File: src/rtl/aluPkg.sv
package aluPkg;

  parameter int SEL_W = 3;

  typedef enum logic [SEL_W-1:0] {
    OP_ADD  = 3'b000,
    OP_PASS = 3'b001,
    OP_OR   = 3'b010,
    OP_SUB  = 3'b011,
    OP_SHL  = 3'b100,
    OP_MUL  = 3'b101,
    OP_AND  = 3'b110,
    OP_ZERO = 3'b111
  } aluOp_e;

  // Strobes from control to datapath
  typedef struct packed {
    aluOp_e unitSel;  // which unit drives the result
    logic   subMode;  // invert B and inject carry-in
    logic   carryEn;  // adder carry reaches the flag
  } aluStrobes_t;

endpackage

File: src/rtl/aluCtrl.sv
module aluCtrl
  import aluPkg::*;
(
  input  logic [SEL_W-1:0] funcSel,
  output aluStrobes_t      strobes
);

  always_comb begin
    strobes.unitSel = aluOp_e'(funcSel);
    strobes.subMode = (funcSel == OP_SUB);
    strobes.carryEn = (funcSel == OP_ADD) || (funcSel == OP_SUB);
  end

endmodule

File: src/rtl/aluDatapath.sv
module aluDatapath
  import aluPkg::*;
#(
  parameter int WIDTH = 16
) (
  input  logic             clk,
  input  logic             rst,
  input  logic [WIDTH-1:0] opA,
  input  logic [WIDTH-1:0] opB,
  input  aluStrobes_t      strobes,
  output logic [WIDTH-1:0] result,
  output logic             carryOut
);

  localparam int SHW       = $clog2(WIDTH);
  localparam int NUM_UNITS = 2 ** SEL_W;

  logic [WIDTH-1:0] aReg, bReg, resReg;
  logic             carryReg;
  aluStrobes_t      ctrlQ;

  // Shared adder: subtract = A + ~B + 1
  logic [WIDTH-1:0]   bEff;
  logic [WIDTH:0]     adderSum;
  logic [2*WIDTH-1:0] prodFull;
  logic [WIDTH-1:0]   unitOut [NUM_UNITS];

  assign bEff     = ctrlQ.subMode ? ~bReg : bReg;
  assign adderSum = {1'b0, aReg} + {1'b0, bEff} + {{WIDTH{1'b0}}, ctrlQ.subMode};
  assign prodFull = {{WIDTH{1'b0}}, aReg} * {{WIDTH{1'b0}}, bReg};

  for (genvar u = 0; u < NUM_UNITS; u++) begin : gUnit
    if (u == int'(OP_ADD) || u == int'(OP_SUB)) begin : gArith
      assign unitOut[u] = adderSum[WIDTH-1:0];
    end else if (u == int'(OP_PASS)) begin : gPass
      assign unitOut[u] = aReg;
    end else if (u == int'(OP_OR)) begin : gOr
      assign unitOut[u] = aReg | bReg;
    end else if (u == int'(OP_SHL)) begin : gShl
      assign unitOut[u] = aReg << bReg[SHW-1:0];
    end else if (u == int'(OP_MUL)) begin : gMul
      assign unitOut[u] = prodFull[WIDTH-1:0];
    end else if (u == int'(OP_AND)) begin : gAnd
      assign unitOut[u] = aReg & bReg;
    end else begin : gZero
      assign unitOut[u] = '0;
    end
  end

  always_ff @(posedge clk) begin
    if (rst) begin
      aReg     <= '0;
      bReg     <= '0;
      ctrlQ    <= '{unitSel: OP_ADD, subMode: 1'b0, carryEn: 1'b0};
      resReg   <= '0;
      carryReg <= 1'b0;
    end else begin
      aReg     <= opA;
      bReg     <= opB;
      ctrlQ    <= strobes;
      resReg   <= unitOut[ctrlQ.unitSel];
      carryReg <= ctrlQ.carryEn & adderSum[WIDTH];
    end
  end

  assign result   = resReg;
  assign carryOut = carryReg;

  AST_RESET_CLEARS: assert property (@(posedge clk)
    rst |=> (result == '0 && carryOut == 1'b0));
  AST_PASS_A: assert property (@(posedge clk) disable iff (rst)
    ctrlQ.unitSel == OP_PASS |=> result == $past(aReg));
  AST_SUB_NOBORROW: assert property (@(posedge clk) disable iff (rst)
    ctrlQ.unitSel == OP_SUB |=> carryOut == ($past(aReg) >= $past(bReg)));
  AST_AND_BITS: assert property (@(posedge clk) disable iff (rst)
    ctrlQ.unitSel == OP_AND |=> result == ($past(aReg) & $past(bReg)));
  AST_ZERO_OUT: assert property (@(posedge clk) disable iff (rst)
    ctrlQ.unitSel == OP_ZERO |=> result == '0);
  AST_CARRY_ARITH_ONLY: assert property (@(posedge clk) disable iff (rst)
    (ctrlQ.unitSel != OP_ADD && ctrlQ.unitSel != OP_SUB) |=> !carryOut);

endmodule

File: src/rtl/regAlu16.sv
module regAlu16
  import aluPkg::*;
#(
  parameter int WIDTH = 16
) (
  input  logic             clk,
  input  logic             rst,
  input  logic [WIDTH-1:0] opA,
  input  logic [WIDTH-1:0] opB,
  input  logic [SEL_W-1:0] funcSel,
  output logic [WIDTH-1:0] result,
  output logic             carryOut
);

  aluStrobes_t strobes;

  aluCtrl uCtrl (
    .funcSel (funcSel),
    .strobes (strobes)
  );

  aluDatapath #(.WIDTH(WIDTH)) uPath (
    .clk      (clk),
    .rst      (rst),
    .opA      (opA),
    .opB      (opB),
    .strobes  (strobes),
    .result   (result),
    .carryOut (carryOut)
  );

endmodule

File: config.mk
export PLATFORM = sky130hd
export DESIGN_NAME = regAlu16
export DESIGN_NICKNAME = d
export VERILOG_FILES = /design/src/rtl/aluPkg.sv /design/src/rtl/aluCtrl.sv /design/src/rtl/aluDatapath.sv /design/src/rtl/regAlu16.sv
export SDC_FILE = /design/constraint.sdc
export NUM_CORES = 1
export LEC_CHECK = 0
export ABC_AREA = 1
export CORE_ASPECT_RATIO = 1.4
export CORE_MARGIN = 5
export CORE_UTILIZATION = 45
export CTS_CLUSTER_SIZE = 14
export DETAILED_ROUTE_END_ITERATION = 8
export PLACE_DENSITY = 0.66
export SKIP_LAST_GASP = 1
export SYNTH_ARGS = -nofsm -noshare
export SYNTH_HDL_FRONTEND = slang
export SYNTH_SLANG_ARGS = --single-unit
File: constraint.sdc
create_clock -name clk -period 6.53 [get_ports clk]
set_input_delay 1.306 -clock clk [delete_from_list [all_inputs] [get_ports clk]]
set_output_delay 1.306 -clock clk [all_outputs]
set_load 0.01 [all_outputs]
==> results of run 1 <==
## cells in the mapped netlist (8+ instances only)
master / n / area, um2
a21oi_1: 63 / 315.3
a221oi_1: 12 / 105.1
buf_2: 16 / 80.08
buf_4: 8 / 60.06
clkbuf_1: 24 / 90.09
dfxtp_1: 54 / 1081
fa_1: 81 / 1622
ha_1: 64 / 800.8
inv_1: 259 / 972.2
inv_2: 12 / 45.04
nand2_1: 305 / 1145
nand2_2: 10 / 62.56
nand3_1: 41 / 205.2
nor2_1: 72 / 270.3
o21ai_0: 35 / 175.2
o21ai_1: 24 / 120.1
xnor2_1: 9 / 78.83
xor2_1: 19 / 166.4
## cell type report
class / instances / area, um2 / area share, %
Multi-Input combinational cell: 787 / 5460 / 63.23
Timing Repair Buffer: 66 / 628.1 / 7.273
Clock buffer: 5 / 125.1 / 1.449
Clock inverter: 3 / 25.02 / 0.2898
Sequential cell: 54 / 1081 / 12.52
Tap cell: 236 / 295.3 / 3.419
Inverter: 272 / 1021 / 11.82
## final timing paths
kind | startpoint | to
worst max-delay path | uPath.bReg[5] | uPath.result[14]
worst min-delay path | uPath.ctrlQ[0] | uPath.carryOut
worst max register to register | uPath.bReg[5] | uPath.result[14]
worst min register to register | uPath.ctrlQ[0] | uPath.carryOut
## worst max-delay path: stages, from the launching register on
cell	delay (ns)
dfxtp_1	0.70
nand2_1	0.20
fa_1	0.46
fa_1	0.54
fa_1	0.44
fa_1	0.54
inv_1	0.05
fa_1	0.48
inv_1	0.05
fa_1	0.49
inv_1	0.05
ha_1	0.35
inv_1	0.09
nor3_1	0.21
nand3_1	0.10
nand3_1	0.13
nand2_1	0.06
nand2_1	0.06
a21oi_1	0.07
or2_0	0.20
a21oi_1	0.14
nor2_1	0.06
## power groups by stage
stage / Clock (W) / Combinational (W) / Sequential (W)
final: 0.000282 / 0.000566 / 0.000398
after global routing: 0.000300 / 0.000647 / 0.000401
after CTS: 0.000287 / 0.000570 / 0.000397
after detailed placement: 0 / 0.000566 / 0.000405
after global placement: 0 / 0.000559 / 0.000404
after floorplan: 0 / 0.000407 / 0.000376
## metal layers
metal / share of wire, % / vias to the layer above
met5: 0 / -
met4: 5.1 / 0
met3: 4.0 / 60
met2: 51 / 214
met1: 40 / 3381
li1: - / 3564
## stage by stage
step	util [%]	area, um2	power (W)	worst slack (ns)	std cells
global route	50.24	8636	0.001349	0.6135	1423
detailed placement	49.37	8486	0.0009707	0.9433	1415
CTS	50.24	8636	0.001254	0.9427	1423
finish	50.24	8636	0.001247	0.9330	1423
floorplan	-	7815	0.0007835	0.8010	1165
global placement	49.37	8486	0.0009631	1.089	1415
## state kept, by name (all words and copies together) (netlist names)
register	cells
uPath.aReg	16
uPath.bReg	16
uPath.carryOut	1
uPath.ctrlQ	5
uPath.result	16
## placed cells by master, fill, tap and decap left out, types with 3 or more instances in the layout
cell	count
o21ai_1	24
nand3_1	41
dfxtp_1	54
ha_1	64
inv_2	12
nand2_2	10
clkdlybuf4s50_1	53
a21o_1	5
fa_1	81
nor2_1	72
a31oi_1	6
o211ai_1	3
clkbuf_16	5
buf_4	13
a21boi_1	3
xnor2_1	9
a21oi_1	63
nand2_1	305
nand4_1	4
nor3_1	5
o21ai_0	35
a221oi_1	12
inv_1	259
xor2_1	19
## logic make-up after synthesis
family,Yosys count
simple gates,445
buf+inv,324
compound gates,167
flops,54
mux,2
fa+ha+maj,145
xor+xnor,28
==> reports/results.txt, run 1 <==
Max-slew headroom -> 35.69%
Detail Placement HPWL -> 18.95 mm
Ys Warns -> 0
Initial Utilization -> 45.47%
worst setup path class -> register to register
TritonCTS clock tree -> yes
Slew @ Worst Pin -> 0.9634 ns
number of fill cells in the layout -> 1818
RSZ-0062 raised after global routing -> false
xor/xnor share of the synthesized area -> 3.138%
Avg Inst Size Synth -> 6.708 um2
Post-DRT Antenna Nets -> 0
busiest metal layer after global routing -> met2
Synth Instances -> 1165
Setup TNS -> 0 ns
DIE HEIGHT -> 165.9 um
f_max -> 178.7 MHz
multiplexer area fraction after synthesis -> 0.2562%
minimum clock period -> 5.597 ns
crit path DAT -> 5.79 ns
Clock Skew -> 0.007993 ns
count of input and output buffers -> 53
Initial DRT Pass Iterations -> 5
fin nets -> 1368
Async SR Flop Fraction -> 0%
hold slack final -> 0.4388 ns
# DRC -> 0
Yosys reg bits -> 54
Hold Crit Class -> register to register
clock latency on the worst-skew pair -> 0.30 ns
CTS Buf Count -> 5
Clock transition at path regs -> 0.08 ns
Peak VDD IR -> 140.7 uV
Comb pwr share -> 45.4%
DR vias/cell -> 5.073
P_int -> 0.0007189 W
I/O pins -> 54
switching power -> 0.0005279 W
Unique masters post-synth -> 48
vias in the first global route -> 7294
vias post-DR -> 7219
switching share of total power -> 42.34%
M1 GR Usage -> 28.64%
wire per inst -> 16.48 um
FF-to-FF path depth -> 21
# clock sinks -> 54
core area -> 0.01719 mm2
first-pass GRT wire length -> 37.86 mm
Synth Area in Adders -> 31.00%
gr usage total -> 23.74%
CTS root buf -> clkbuf_16
Syn-to-layout area delta -> 10.50%
largest net degree at the start of global routing -> 40
final setup vio count -> 0
max-slew violations -> 0
global-route met2 utilization -> 42.17%
WL final -> 23.45 mm
row cnt -> 57
pwr dens -> 144.4 mW/mm2
Reg power frac -> 31.9%
CTS resizes -> 0
Crit. End Element -> register
initial DRC count -> 469
Max Cap Viol -> 0
setup bufs post-CTS -> 0
Net Count, Synth -> 1347
crit path launch type -> register
final hold violation count -> 0
die area -> 0.02014 mm2
reg-to-reg setup timing slack -> 0.93 ns
Netlist Area Pre-Place -> 0.007815 mm2
Post-synth EDFFs -> 0
status -> finished, final reports clean
CTS Hold Buffers Added -> 0
Crit path required time -> 6.73 ns
leakage power -> 4.882 nW
Final Cycle Share -> 85.71%
antenna diode count -> 0
initial antenna violation count -> 0
largest family of logic cells by synthesized area -> adder cells
Synth Flop Type -> dfxtp_1
global route overflow -> 0
global routing usage on met3 -> 1.772%
layout cell share with drive strength beyond 1 -> 4.297%
Min-Delay Path Depth -> 2
complex-gate fraction of the synthesized area -> 12.52%
Die X-Extent -> 121.4 um
Max H-tree Level -> 2
Clock Path Buffers -> 2
CP max FO -> 14
register area share after synthesis -> 13.83%
simple-gate portion of the synthesized area -> 22.96%
GPL Wtd Cong -> 0.9485
clock power share -> 22.6%
Note: power is estimated with default switching activity, not from simulation.
==> run 2: changes to the inputs <==
--- a/config.mk
+++ b/config.mk
@@ -10,4 +10,5 @@
 export CORE_MARGIN = 5
 export CORE_UTILIZATION = 45
+export CTS_BUF_LIST = sky130_fd_sc_hd__clkbuf_8
 export CTS_CLUSTER_SIZE = 14
 export DETAILED_ROUTE_END_ITERATION = 8
==> constraint.sdc (replaced) <==
create_clock -name clk -period 6.53 [get_ports clk]
set_input_delay 1.306 -clock clk [delete_from_list [all_inputs] [get_ports clk]]
set_output_delay 1.306 -clock clk [all_outputs]
set_load 0.005 [all_outputs]
==> reports/results.txt, run 2 (synthesis gave the netlist of run 1 again) <==
gr usage total -> 23.81%
R2R Path End -> uPath.result[14]
Hold Path End -> uPath.carryOut
pwr dens -> 136.3 mW/mm2
# DRC -> 0
WL final -> 23.55 mm
Slew @ Worst Pin -> 0.9880 ns
setup bufs post-CTS -> 0
crit path DAT -> 5.83 ns
hold path start -> uPath.ctrlQ[0]
Post-DRT Antenna Nets -> 0
CTS Buf Count -> 5
worst setup path class -> register to register
GPL Wtd Cong -> 0.9485
Crit path required time -> 6.77 ns
wire per inst -> 16.55 um
most common cell after layout, fill and taps aside -> nand2_1
Max Cap Viol -> 0
max-slew violations -> 0
f_max -> 179.0 MHz
core area -> 0.01719 mm2
RSZ-0062 raised after global routing -> false
antenna diode count -> 0
minimum clock period -> 5.587 ns
Max H-tree Level -> 2
most frequent cells in the layout -> nand2_1, inv_1, fa_1, nor2_1, ha_1
row cnt -> 57
largest net degree at the start of global routing -> 40
Max-slew headroom -> 34.04%
Crit. End Element -> register
FF-to-FF path depth -> 21
Clock transition at path regs -> 0.12 ns
CTS root buf -> clkbuf_8
CTS resizes -> 0
I/O pins -> 54
vias in the first global route -> 7294
reg-to-reg setup timing slack -> 0.94 ns
hold slack final -> 0.4446 ns
vias post-DR -> 7268
critical path's most frequent cell -> fa_1
Hold Crit Class -> register to register
count of input and output buffers -> 53
leakage power -> 4.856 nW
Die X-Extent -> 121.4 um
delay-heaviest family, CP -> adder cells
WP buf/inv -> 4
Final Cycle Share -> 85.56%
initial DRC count -> 479
Min-Delay Path Depth -> 2
Initial DRT Pass Iterations -> 5
first-pass GRT wire length -> 37.86 mm
Peak VDD IR -> 122.2 uV
final hold violation count -> 0
fin nets -> 1368
global route overflow -> 0
initial antenna violation count -> 0
clock latency on the worst-skew pair -> 0.33 ns
crit path launch type -> register
Clock Path Buffers -> 2
layout cell share with drive strength beyond 1 -> 4.297%
CP max FO -> 14
TritonCTS clock tree -> yes
Setup TNS -> 0 ns
die area -> 0.02014 mm2
crit path cell chain -> nand2_1, fa_1, fa_1, fa_1, fa_1, inv_1, fa_1, inv_1, fa_1, inv_1, ha_1, inv_1, nor3_1, nand3_1, nand3_1, nand2_1, nand2_1, a21oi_1, or2_0, a21oi_1, nor2_1
DR vias/cell -> 5.108
status -> finished, final reports clean
CTS Hold Buffers Added -> 0
Clock Skew -> 0.01597 ns
Initial Utilization -> 45.47%
CP max stage cell -> dfxtp_1
# clock sinks -> 54
Worst R2R Start -> uPath.bReg[5]
final setup vio count -> 0
DIE HEIGHT -> 165.9 um
Detail Placement HPWL -> 18.95 mm
slowest stage delay, CP -> 0.70 ns
Syn-to-layout area delta -> 9.782%
## run 2: cell counts in the layout (fill, tap and decap cells not counted)
Identical to the previous run, type by type.
## run 2: per-stage QoR
stage / area (um2) / instances / worst slack [ns] / power, W / util [%]
2_1_floorplan: 7815 / 1165 / 0.8010 / 0.0007793 / -
3_3_place_gp: 8486 / 1415 / 1.089 / 0.0009590 / 49.37
3_5_place_dp: 8486 / 1415 / 0.9433 / 0.0009665 / 49.37
4_1_cts: 8579 / 1423 / 0.9423 / 0.001175 / 49.92
5_1_grt: 8579 / 1423 / 0.6154 / 0.001271 / 49.92
6_report: 8579 / 1423 / 0.9427 / 0.001170 / 49.92
## run 2: final cells by class
cell class,count,area [um2]
fillers,1823,8608
multi-input cells,787,5460
flip-flops and latches,54,1081
inverters,272,1021
repair buffers,66,628.1
well taps,236,295.3
clock buffers,5,68.82
clock inverters,3,25.02
## run 2: per-layer routing
| metal | GRT usage [%] | wire (um) | up-vias | share of wire [%] |
|---|---|---|---|---|
| li1 | - | - | 3568 | - |
| met1 | 28.68 | 9216 | 3407 | 39 |
| met2 | 42.26 | 12070 | 233 | 51 |
| met3 | 1.806 | 1039 | 60 | 4.4 |
| met4 | 11.51 | 1224 | 0 | 5.2 |
| met5 | 0 | 0 | - | 0 |
## run 2: worst max path at each step
stage / from / to / slack (ns) / cells after the start
final: uPath.bReg[5] / uPath.result[14] / 0.94 / 21
after global routing: uPath.bReg[5] / uPath.result[14] / 0.62 / 21
after global placement: uPath.bReg[5] / uPath.result[14] / 1.09 / 21
after CTS: uPath.bReg[5] / uPath.result[14] / 0.94 / 21
after floorplan: uPath.bReg[1] / uPath.result[14] / 0.80 / 25
after detailed placement: uPath.bReg[5] / uPath.result[14] / 0.94 / 21
## run 2: power breakdown
part / internal, W / switching (W)
registers: 0.000352 / 0.0000466
logic: 0.000222 / 0.000340
clock network: 0.0000779 / 0.000131
total: 0.000652 / 0.000518
## run 2: tightest hold or removal path: stages (launching register included)
cell	delay [ns]
dfxtp_1	0.31
nand2_1	0.06
nor2_1	0.04
